==> src/rtl/vag_pkg.sv <==
package vag_pkg;

  typedef enum logic [1:0] {
    AM_CONSEC = 2'd0,
    AM_STRIDE = 2'd1,
    AM_GATHER = 2'd2,
    AM_SPARE  = 2'd3
  } amode_t;

  // log2 of the element size in bytes; code 3 behaves as a word
  function automatic logic [1:0] size_shift(input logic [1:0] esz);
    return (esz == 2'd3) ? 2'd2 : esz;
  endfunction

  function automatic logic misaligned(input logic [1:0] esz, input logic [1:0] lo);
    case (size_shift(esz))
      2'd0:    return 1'b0;
      2'd1:    return lo[0];
      default: return |lo;
    endcase
  endfunction

  function automatic logic [3:0] byte_mask(input logic [1:0] esz, input logic [1:0] lo);
    case (size_shift(esz))
      2'd0:    return 4'b0001 << lo;
      2'd1:    return lo[1] ? 4'b1100 : 4'b0011;
      default: return 4'b1111;
    endcase
  endfunction

endpackage

==> src/rtl/vag_seq.sv <==
module vag_seq #(
  parameter int NLANE = 4,
  parameter int MAXVL = 64,
  localparam int VLW  = $clog2(MAXVL + 1),
  localparam int MAXG = (MAXVL + NLANE - 1) / NLANE,
  localparam int GW   = $clog2(MAXG + 1),
  localparam int PW   = GW + 2
) (
  input  logic           clk,
  input  logic           rst,
  input  logic           start,
  input  logic [VLW-1:0] vl,
  output logic           busy,
  output logic           launch,
  output logic           issue,
  output logic [GW-1:0]  grp,
  output logic           done
);

  logic [GW-1:0] ngrp;
  logic [PW-1:0] ph;
  logic [VLW:0]  vl_round;
  logic          fin;

  assign vl_round = {1'b0, vl} + (VLW+1)'(NLANE - 1);
  assign launch   = start && !busy;
  assign issue    = busy && (ph >= PW'(2)) && !ph[0] && (grp < ngrp);
  assign fin      = busy && (ph == PW'({ngrp, 1'b1}));

  always_ff @(posedge clk) begin
    if (rst) begin
      busy <= 1'b0;
      ph   <= '0;
      grp  <= '0;
      ngrp <= '0;
      done <= 1'b0;
    end else begin
      done <= 1'b0;
      if (launch) begin
        busy <= 1'b1;
        ph   <= '0;
        grp  <= '0;
        ngrp <= GW'(vl_round / (VLW+1)'(NLANE));
      end else if (busy) begin
        ph <= ph + PW'(1);
        if (issue) grp <= grp + GW'(1);
        if (fin) begin
          busy <= 1'b0;
          done <= 1'b1;
        end
      end
    end
  end

  // the completion pulse is one cycle wide and ends the run
  a_r8_done_pulse: assert property (@(posedge clk) disable iff (rst) done |=> !done);
  a_r8_done_idle:  assert property (@(posedge clk) disable iff (rst) done |-> !busy);
  // every group has been issued by the time done appears
  a_r8_all_groups: assert property (@(posedge clk) disable iff (rst) done |-> grp == ngrp);
  // group count of a running vector stays put even if start arrives
  a_r9_hold_count: assert property (@(posedge clk) disable iff (rst)
                                    (busy && !fin) |=> $stable(ngrp));

endmodule

==> src/rtl/vag_lane.sv <==
module vag_lane
  import vag_pkg::*;
#(
  parameter int AW   = 32,
  parameter int LANE = 0
) (
  input  logic [AW-1:0] gbase,
  input  logic [AW-1:0] base,
  input  logic [AW-1:0] step,
  input  logic [AW-1:0] off,
  input  logic          gather,
  input  logic [1:0]    esz,
  output logic [AW-1:0] addr,
  output logic [3:0]    be,
  output logic          mis
);

  logic [AW-1:0] lane_ofs;

  assign lane_ofs = step * AW'(LANE);
  assign addr     = gather ? (base + off) : (gbase + lane_ofs);
  assign mis      = misaligned(esz, addr[1:0]);
  assign be       = mis ? 4'b0000 : byte_mask(esz, addr[1:0]);

endmodule

==> src/rtl/vec_addr_gen.sv <==
module vec_addr_gen
  import vag_pkg::*;
#(
  parameter int AW    = 32,
  parameter int SW    = 16,
  parameter int NLANE = 4,
  parameter int MAXVL = 64,
  localparam int VLW  = $clog2(MAXVL + 1),
  localparam int MAXG = (MAXVL + NLANE - 1) / NLANE,
  localparam int GW   = $clog2(MAXG + 1)
) (
  input  logic                clk,
  input  logic                rst,
  input  logic                start,
  input  logic [1:0]          mode,
  input  logic [1:0]          esize,
  input  logic [AW-1:0]       base,
  input  logic [SW-1:0]       stride,
  input  logic [VLW-1:0]      vl,
  input  logic [NLANE*AW-1:0] idx_vec,
  output logic                busy,
  output logic [GW-1:0]       idx_grp,
  output logic                out_valid,
  output logic [NLANE-1:0]    out_lane_en,
  output logic [NLANE*AW-1:0] out_addr,
  output logic [NLANE*4-1:0]  out_be,
  output logic                out_err,
  output logic                done
);

  logic          launch, issue;
  amode_t        mode_q;
  logic [1:0]    esz_q;
  logic [AW-1:0] base_q, step_q, gbase_q;
  logic [VLW-1:0] rem_q;
  logic [AW-1:0] step_in;
  amode_t        mode_in;

  logic [NLANE*AW-1:0] lane_addr;
  logic [NLANE*4-1:0]  lane_be;
  logic [NLANE-1:0]    lane_mis, lane_en;

  vag_seq #(.NLANE(NLANE), .MAXVL(MAXVL)) seq_i (
    .clk(clk), .rst(rst), .start(start), .vl(vl),
    .busy(busy), .launch(launch), .issue(issue), .grp(idx_grp), .done(done)
  );

  // Byte step between neighbouring elements, fixed for the whole vector
  assign mode_in = amode_t'(mode);
  always_comb begin
    if (mode_in == AM_STRIDE)
      step_in = AW'($signed(stride)) << size_shift(esize);
    else
      step_in = AW'(1) << size_shift(esize);
  end

  always_ff @(posedge clk) begin
    if (rst) begin
      mode_q  <= AM_CONSEC;
      esz_q   <= '0;
      base_q  <= '0;
      step_q  <= '0;
      gbase_q <= '0;
      rem_q   <= '0;
    end else if (launch) begin
      mode_q  <= mode_in;
      esz_q   <= esize;
      base_q  <= base;
      step_q  <= step_in;
      gbase_q <= base;
      rem_q   <= vl;
    end else if (issue) begin
      gbase_q <= gbase_q + step_q * AW'(NLANE);
      rem_q   <= (rem_q > VLW'(NLANE)) ? rem_q - VLW'(NLANE) : '0;
    end
  end

  for (genvar l = 0; l < NLANE; l++) begin : g_lane
    assign lane_en[l] = rem_q > VLW'(l);
    vag_lane #(.AW(AW), .LANE(l)) lane_i (
      .gbase (gbase_q),
      .base  (base_q),
      .step  (step_q),
      .off   (idx_vec[l*AW +: AW]),
      .gather(mode_q == AM_GATHER),
      .esz   (esz_q),
      .addr  (lane_addr[l*AW +: AW]),
      .be    (lane_be[l*4 +: 4]),
      .mis   (lane_mis[l])
    );

    // a lane without a live element never enables a byte
    a_r5_dead_lane: assert property (@(posedge clk) disable iff (rst)
                                     !out_lane_en[l] |-> out_be[l*4 +: 4] == 4'b0000);
    // a live lane with no enabled byte must be flagged
    a_r7_flagged: assert property (@(posedge clk) disable iff (rst)
                                   (out_lane_en[l] && out_be[l*4 +: 4] == 4'b0000) |-> out_err);
  end

  always_ff @(posedge clk) begin
    if (rst || !issue) begin
      out_valid   <= 1'b0;
      out_lane_en <= '0;
      out_addr    <= '0;
      out_be      <= '0;
      out_err     <= 1'b0;
    end else begin
      out_valid   <= 1'b1;
      out_lane_en <= lane_en;
      out_addr    <= lane_addr;
      for (int l = 0; l < NLANE; l++)
        out_be[l*4 +: 4] <= lane_en[l] ? lane_be[l*4 +: 4] : 4'b0000;
      out_err     <= |(lane_mis & lane_en);
    end
  end

  // beats are never back to back
  a_r8_spacing: assert property (@(posedge clk) disable iff (rst) out_valid |=> !out_valid);
  // an error only accompanies a valid beat
  a_r7_err_valid: assert property (@(posedge clk) disable iff (rst) out_err |-> out_valid);
  // a valid beat carries at least lane 0
  a_r5_lane0: assert property (@(posedge clk) disable iff (rst) out_valid |-> out_lane_en[0]);

endmodule

==> config.mk <==
export PLATFORM = sky130hd
export DESIGN_NAME = vec_addr_gen
export DESIGN_NICKNAME = d
export VERILOG_FILES = /design/src/rtl/vag_pkg.sv /design/src/rtl/vag_seq.sv /design/src/rtl/vag_lane.sv /design/src/rtl/vec_addr_gen.sv
export SDC_FILE = /design/constraint.sdc
export NUM_CORES = 1
export LEC_CHECK = 0
export ABC_CLOCK_PERIOD_IN_PS = 5100
export CAP_MARGIN = 40
export CELL_PAD_IN_SITES_DETAIL_PLACEMENT = 2
export CELL_PAD_IN_SITES_GLOBAL_PLACEMENT = 2
export CORE_MARGIN = 5
export CORE_UTILIZATION = 32
export CTS_BUF_LIST = sky130_fd_sc_hd__clkbuf_16
export DETAILED_ROUTE_END_ITERATION = 10
export GPL_ROUTABILITY_DRIVEN = 0
export PLACE_DENSITY = 0.9
export SYNTH_ARGS = -nofsm -noshare
export SYNTH_HDL_FRONTEND = slang
export SYNTH_SLANG_ARGS = --single-unit
==> constraint.sdc <==
create_clock -name clk -period 5.1 [get_ports clk]
set_clock_uncertainty 0.2 [all_clocks]
set_input_delay 1.53 -clock clk [delete_from_list [all_inputs] [get_ports clk]]
set_output_delay 1.53 -clock clk [all_outputs]
set_load 0.005 [all_outputs]
==> results.tsv, run 1 <==
metric	value	unit
status	finished with violations	
Rel. slew slack	0.384	
PwrDens	247	nW/um^2
Critical Path End Type	register	
Design Power	6.74	mW
Post-layout nets	3473	
power share of the clock group	0.381	
Max VDD drop	0.239	mV
Yosys warning count	0	
DIE WIDTH	268	um
fmax	0.194	GHz
Leak Pwr	11.5	nW
antenna violations before repair	10	
Cells after DPL	3863	
drt total wl	121000	um
Initial Util	0.324	
layer with the highest usage	met2	
syn_nets	3130	
dominant cell type by area after synthesis	dfxtp_1	
reg-to-reg startpoint	step_q[1]	
I/O pin count	347	
most common cell in the netlist	nand2_1	
met1 usage	0.381	
dominant synthesized flop cell	dfxtp_1	
mux contribution to synthesized area	0.0160	
Port Buffers	346	
min-delay src	esz_q[0]	
CTS tree	built	
Overflow after GRT	0	
area added between synthesis and finish	27.4	%
Layout Cells excl Fill	3935	
simple-gate share of the synthesized area	0.177	
failing checks	setup timing	
post-route ant nets	0	
first-pass GRT wire length	177000	um
Yosys top cell area share	0.246	
crit share post-route	1.01	
switching share of power	0.363	
htree depth	2	
Post-Syn Area	21400	sq um
Slew @ Worst Pin	914	ps
Yosys reg bits	263	
vias in the first global route	27300	
Root Buffer	clkbuf_16	
FILL cells	7251	
Die H	268	um
cts hold-fix bufs	0	
top cells by area, synth	dfxtp_1 (25%), ha_1 (13%), a21oi_1 (6.8%), nand2_1 (5.3%), xnor2_1 (4.7%)	
post-DR wirelength/cell	30.8	um
Post-synth top cells	nand2_1 (301), a21oi_1 (290), dfxtp_1 (263)	
Synth async-reset ratio	0	
count of cell types in the netlist	103	
initial drt markers	2290	
CP Launch Type	primary input	
Skew-Pair Late Insertion Delay	590	ps
post-synthesis xor/xnor area fraction	0.0844	
Internal Dissipation	4.29	mW
Synth Area in Adders	0.152	
post-cts resize count	0	
M3 GR Usage	0.0718	
worst path arrival time	5440	ps
RSZ-0062 raised after global routing	no	
DRC Markers	0	
via count	25100	
hold crit path type	reg2reg	
area of the die	72000	sq um
postcts setup bufs	0	
PnR worst setup slack	-67.4	ps
critical path peak fanout	3	
Syn Area/Cell	7.93	sq um
Clock transition at path regs	70	ps
layout cells sized above 1	0.0624	
Seq pwr share	0.335	
FP Rows	94	
final hold vios	0	
Pre-antenna DRT Iters	6	
core area	66000	sq um
NetSw	2.45	mW
DP HPWL	90100	um
Sink Count	263	
Vias/cell	6.38	
Compound-Gate Fraction of Synth Area	0.292	
grt met2 use	0.532	
gr usage total	0.320	
CP required	5370	ps
EDFF count, synth	0	
TritonCTS buffer count	37	
final setup violation count	1	
crit path launch	idx_vec[64]	
clock tree buffer depth	3	
MaxCap Viol Count	0	
Comb pwr share	0.285	
largest family of logic cells by synthesized area	compound AO/OA/AOI/OAI gates	
Pins Over Slew Limit	0	
Post-Synthesis Cells	2696	
pin count of the biggest net entering global routing	83	
Seq/Total Area, Yosys	0.246	
fin crit period	5170	ps
WS Path Type	in2reg	
hold slack	288	ps
==> critical path: stages <==
cell             delay, ps
clkdlybuf4s50_1        410
ha_1                   250
fa_1                   490
a211oi_2               340
o21ai_1                240
a2111oi_4              560
o31ai_1                180
a21o_1                 240
a311oi_1               580
xnor2_1                200
nand2_1                 80
a21oi_1                310
==> layout by cell type (no fill, tap or decap), types with 8 or more instances in the layout <==
cell,n
or3_1,15
xor2_1,92
diode_2,8
o22ai_1,42
nor2_1,229
inv_1,61
a211o_1,10
o31ai_1,11
mux2i_1,33
ha_1,218
xnor2_1,114
nand4_1,26
nor2b_1,20
a21o_1,109
nand2b_1,31
a311oi_1,9
o211ai_1,15
a22oi_1,19
clkbuf_16,37
fa_1,26
o21ai_0,113
a31oi_1,29
o21ai_1,49
a21oi_1,289
nor4_1,8
a21boi_0,11
buf_4,69
o21a_1,25
and2_1,18
nor3_1,61
nand2_1,301
clkinv_1,8
or2_2,10
dfxtp_1,263
o21bai_1,27
nand3_1,50
clkdlybuf4s50_1,345
a211oi_1,64
and3_1,33
==> sequential cells by signal, summed over array words and instances (netlist names) <==
| signal | cells |
|---|---|
| base_q | 32 |
| out_be | 16 |
| esz_q | 2 |
| seq_i.done | 1 |
| seq_i.ph | 7 |
| seq_i.grp | 5 |
| mode_q | 2 |
| rem_q | 7 |
| out_valid | 1 |
| seq_i.ngrp | 5 |
| gbase_q | 32 |
| out_addr | 128 |
| out_lane_en | 4 |
| out_err | 1 |
| seq_i.busy | 1 |
| step_q | 19 |
==> per-layer routing <==
| layer | part of all wire | wire [um] |
|---|---|---|
| met1 | 0.38 | 46100 |
| met4 | 0.067 | 8070 |
| met2 | 0.46 | 55800 |
| met5 | 0.00028 | 34 |
| met3 | 0.091 | 11000 |
==> stage by stage <==
step	setup TNS [ps]	utilization	worst slack [ps]	cell area, sq um
after floorplan	0	-	898	21400
after global placement	-0.151	0.394	-0.151	26000
after detailed placement	-859	0.395	-153	26100
after CTS	0	0.412	112	27200
after global routing	0	0.412	51.6	27200
final	-67.4	0.413	-67.4	27200
==> power groups by stage <==
stage / logic (mW) / clock network, mW / registers [mW]
6_report: 1.92 / 2.56 / 2.25
5_1_grt: 2.01 / 2.67 / 2.25
4_1_cts: 1.86 / 2.59 / 2.24
3_5_place_dp: 1.79 / 0 / 2.28
3_3_place_gp: 1.64 / 0 / 2.28
2_1_floorplan: 1.09 / 0 / 2.21
==> area by class of cell <==
type                       count  area [sq um]  area share
antenna                        8          20.0    0.000735
clock buffer                  37           926      0.0340
clock inverter                26           203     0.00744
inverter                      58           218     0.00800
multi-input combinational   2261         15500       0.568
sequential                   263          5270       0.193
tap                          864          1080      0.0397
timing repair buffer         418          4050       0.149
==> kinds of logic after synthesis <==
logic type      after synthesis
compound gates              946
xor+xnor                    206
fa+ha+maj                   244
buf+inv                     172
flops                       263
mux                          34
simple gates                831
==> worst paths after layout <==
path                         to  slack [ps]  cells after the start
hold reg to reg        esz_q[0]         290                      2
hold / removal         esz_q[0]         290                      2
setup / recovery   out_addr[82]         -70                     12
setup reg to reg  out_addr[119]         240                     14
No activity file was read; power rests on OpenSTA's default activity.
==> run 2, diff against run 1 <==
CORE_UTILIZATION = 33   (was 32)
PLACE_DENSITY = 0.89   (was 0.9)
SYNTH_HIERARCHICAL = 1   (was unset)
==> results.tsv, run 2 <==
metric	value	unit	change
Pins Over Slew Limit	0		unchanged
final setup violation count	0		was 1
TritonCTS buffer count	35		was 37
drt total wl	111000	um	was 121000 um
WS Path Type	in2reg		unchanged
fin crit period	4960	ps	was 5170 ps
I/O pin count	347		unchanged
Largest Register	out_addr		unchanged
top cells by area, synth	dfxtp_1 (22%), ha_1 (13%), a21oi_1 (6.2%), xnor2_1 (5.1%), and3_1 (4.2%)		was dfxtp_1 (25%), ha_1 (13%), a21oi_1 (6.8%), nand2_1 (5.3%), xnor2_1 (4.7%)
initial drt markers	1280		was 2290
CP required	5360	ps	was 5370 ps
vias in the first global route	27200		was 27.3k
Leak Pwr	13.3	nW	was 11.5 nW
hold crit path type	reg2reg		unchanged
Rel. slew slack	0.396		was 0.384
Synth Area in Adders	0.164		was 0.152
Post-synth top cells	a21oi_1 (295), dfxtp_1 (263), ha_1 (253)		was nand2_1 (301), a21oi_1 (290), dfxtp_1 (263)
commonest non-fill, non-tap cells in the layout	clkdlybuf4s50_1 (345), a21oi_1 (295), dfxtp_1 (262)		was clkdlybuf4s50_1 (345), nand2_1 (301), a21oi_1 (289)
Syn Area/Cell	8.12	sq um	was 7.93 sq um
Area after DPL	28700	sq um	was 26100 sq um
Skew-Pair Late Insertion Delay	580	ps	was 590 ps
Pre-antenna DRT Iters	5		was 6
critical path peak fanout	4		was 3
Max VDD drop	0.223	mV	was 0.239 mV
status	finished, final reports clean		was finished with violations
commonest non-fill, non-tap cell in the layout	clkdlybuf4s50_1		unchanged
Overflow after GRT	0		unchanged
Vias/cell	5.82		was 6.38
gr usage total	0.270		was 0.320
postcts setup bufs	0		unchanged
pin count of the biggest net entering global routing	132		was 83
EDFF count, synth	0		unchanged
Post-Synthesis Cells	2944		was 2696
post-route ant nets	0		unchanged
Yosys reg bits	263		unchanged
Seq/Total Area, Yosys	0.220		was 0.246
dominant cell type by area after synthesis	dfxtp_1		unchanged
Root Buffer	clkbuf_16		unchanged
post-synthesis xor/xnor area fraction	0.0843		was 0.0844
Slew @ Worst Pin	903	ps	was 914 ps
count of cell types in the netlist	113		was 103
Final Util	0.416		was 0.413
CTS tree	built		unchanged
M3 GR Usage	0.0494		was 0.0718
clock tree buffer depth	3		unchanged
Port Buffers	346		unchanged
first-pass GRT wire length	166000	um	was 177000 um
met1 usage	0.299		was 0.381
setup TNS	0	ps	was -67.4 ps
grt met2 use	0.487		was 0.532
via count	24800		was 25.1k
crit share post-route	0.973		was 1.01
final hold vios	0		unchanged
Post-layout nets	3753		was 3473
post-DR wirelength/cell	26.1	um	was 30.8 um
syn_nets	3425		was 3130
Post-Syn Area	23900	sq um	was 21400 sq um
Synth async-reset ratio	0		unchanged
Initial Util	0.333		was 0.324
worst path arrival time	5220	ps	was 5440 ps
DIE WIDTH	279	um	was 268 um
area of the die	77900	sq um	was 72000 sq um
layer with the highest usage	met2		unchanged
largest family of logic cells by synthesized area	compound AO/OA/AOI/OAI gates		unchanged
htree depth	2		unchanged
Sink Count	263		unchanged
Die H	279	um	was 268 um
Post-Layout Inst Area	29800	sq um	was 27200 sq um
max reg flops	128		unchanged
layout cells sized above 1	0.0752		was 0.0624
dominant synthesized flop cell	dfxtp_1		unchanged
post-cts resize count	1		was 0
FP Rows	98		was 94
FILL cells	8018		was 7251
antenna violations before repair	13		was 10
PwrDens	230	nW/um^2	was 247 nW/um^2
fmax	0.202	GHz	was 0.194 GHz
simple-gate share of the synthesized area	0.191		was 0.177
DP HPWL	84400	um	was 90100 um
mux contribution to synthesized area	0.0479		was 0.0160
area added between synthesis and finish	24.7	%	was 27.4%
Yosys warning count	6		was 0
Clock transition at path regs	60	ps	was 70 ps
Yosys top cell area share	0.220		was 0.246
Critical Path End Type	register		unchanged
most common cell in the netlist	a21oi_1		was nand2_1
DRC Markers	0		unchanged
Largest regs	out_addr x128, base_q x32, gbase_q x32		unchanged
Compound-Gate Fraction of Synth Area	0.259		was 0.292
CP Launch Type	primary input		unchanged
core area	71700	sq um	was 66000 sq um
cts hold-fix bufs	0		unchanged
MaxCap Viol Count	0		unchanged
## run 2: changes by cell type after synthesis, moves of 22 or more
cell | before | now
a211oi_1 | 64 | 40
nor3_1 | 61 | 38
o21ai_1 | 49 | 17
nor2_1 | 229 | 251
ha_1 | 218 | 253
mux2i_1 | 33 | 75
xnor2_1 | 114 | 138
o21ai_0 | 113 | 175
clkbuf_1 | 85 | 118
o22ai_1 | 42 | 18
nand2_1 | 301 | 207
mux2_2 | 1 | 35
and3_1 | 33 | 160
## run 2: cells by family (layout without fill, tap and decap cells)
logic type	count (synthesis)	after routing
AO/OA/AOI/OAI	928	928
AND/OR/NAND/NOR	914	914
adder cells (fa/ha/maj)	291	291
flip-flops	263	263
XOR/XNOR	230	230
buffers and inverters	208	561
multiplexers	110	110
other	0	7
## run 2: area by class of cell
type	count	area (sq um)	share of cell area
well taps	950	1190	0.0399
repair buffers	425	4110	0.138
clock inverters	27	206	0.00693
diodes	7	17.5	0.000588
flip-flops and latches	263	5270	0.177
inverters	74	279	0.00936
clock buffers	35	876	0.0294
multi-input cells	2473	17900	0.599
## run 2: layer usage
metal	routed length, um	up-vias
li1	-	11400
met1	42600	12300
met2	55800	703
met3	5270	310
met4	7230	12
met5	96	-
## run 2: final timing paths
check             cells past startpoint       endpoint  slack, ps         from
setup reg to reg                     14  out_addr[115]        720   gbase_q[1]
setup / recovery                     16   out_addr[62]        140  idx_vec[32]
hold / removal                        2    seq_i/ph[6]        320  seq_i/ph[6]
hold reg to reg                       2    seq_i/ph[6]        320  seq_i/ph[6]
## run 2: through the flow
step	total power [mW]	hold slack (ps)	instances	setup WS, ps
after floorplan	3.55	252	2944	48.6
after global placement	4.24	276	4182	-115
after detailed placement	4.35	315	4184	-325
after CTS	6.91	323	4246	153
after global routing	7.17	328	4247	-14.8
final	6.86	317	4254	139
## run 2: critical path, cell delays in order
cell and delay [ps]:
clkdlybuf4s50_1 450, ha_1 250, inv_1 80, fa_1 190, nand2b_1 140, a21oi_1 100
buf_4 180, o211ai_1 390, a41oi_1 300, o21ai_2 310, nor2_1 80, a211oi_1 390
o21ai_0 220, xnor2_1 290, mux2i_1 110, and3_1 190
## run 2: power breakdown
part           internal [mW]  total, mW  switching (mW)
combinational          0.880       2.13            1.25
sequential              2.11       2.26           0.142
clock                   1.36       2.48            1.12
total                   4.36       6.86            2.51
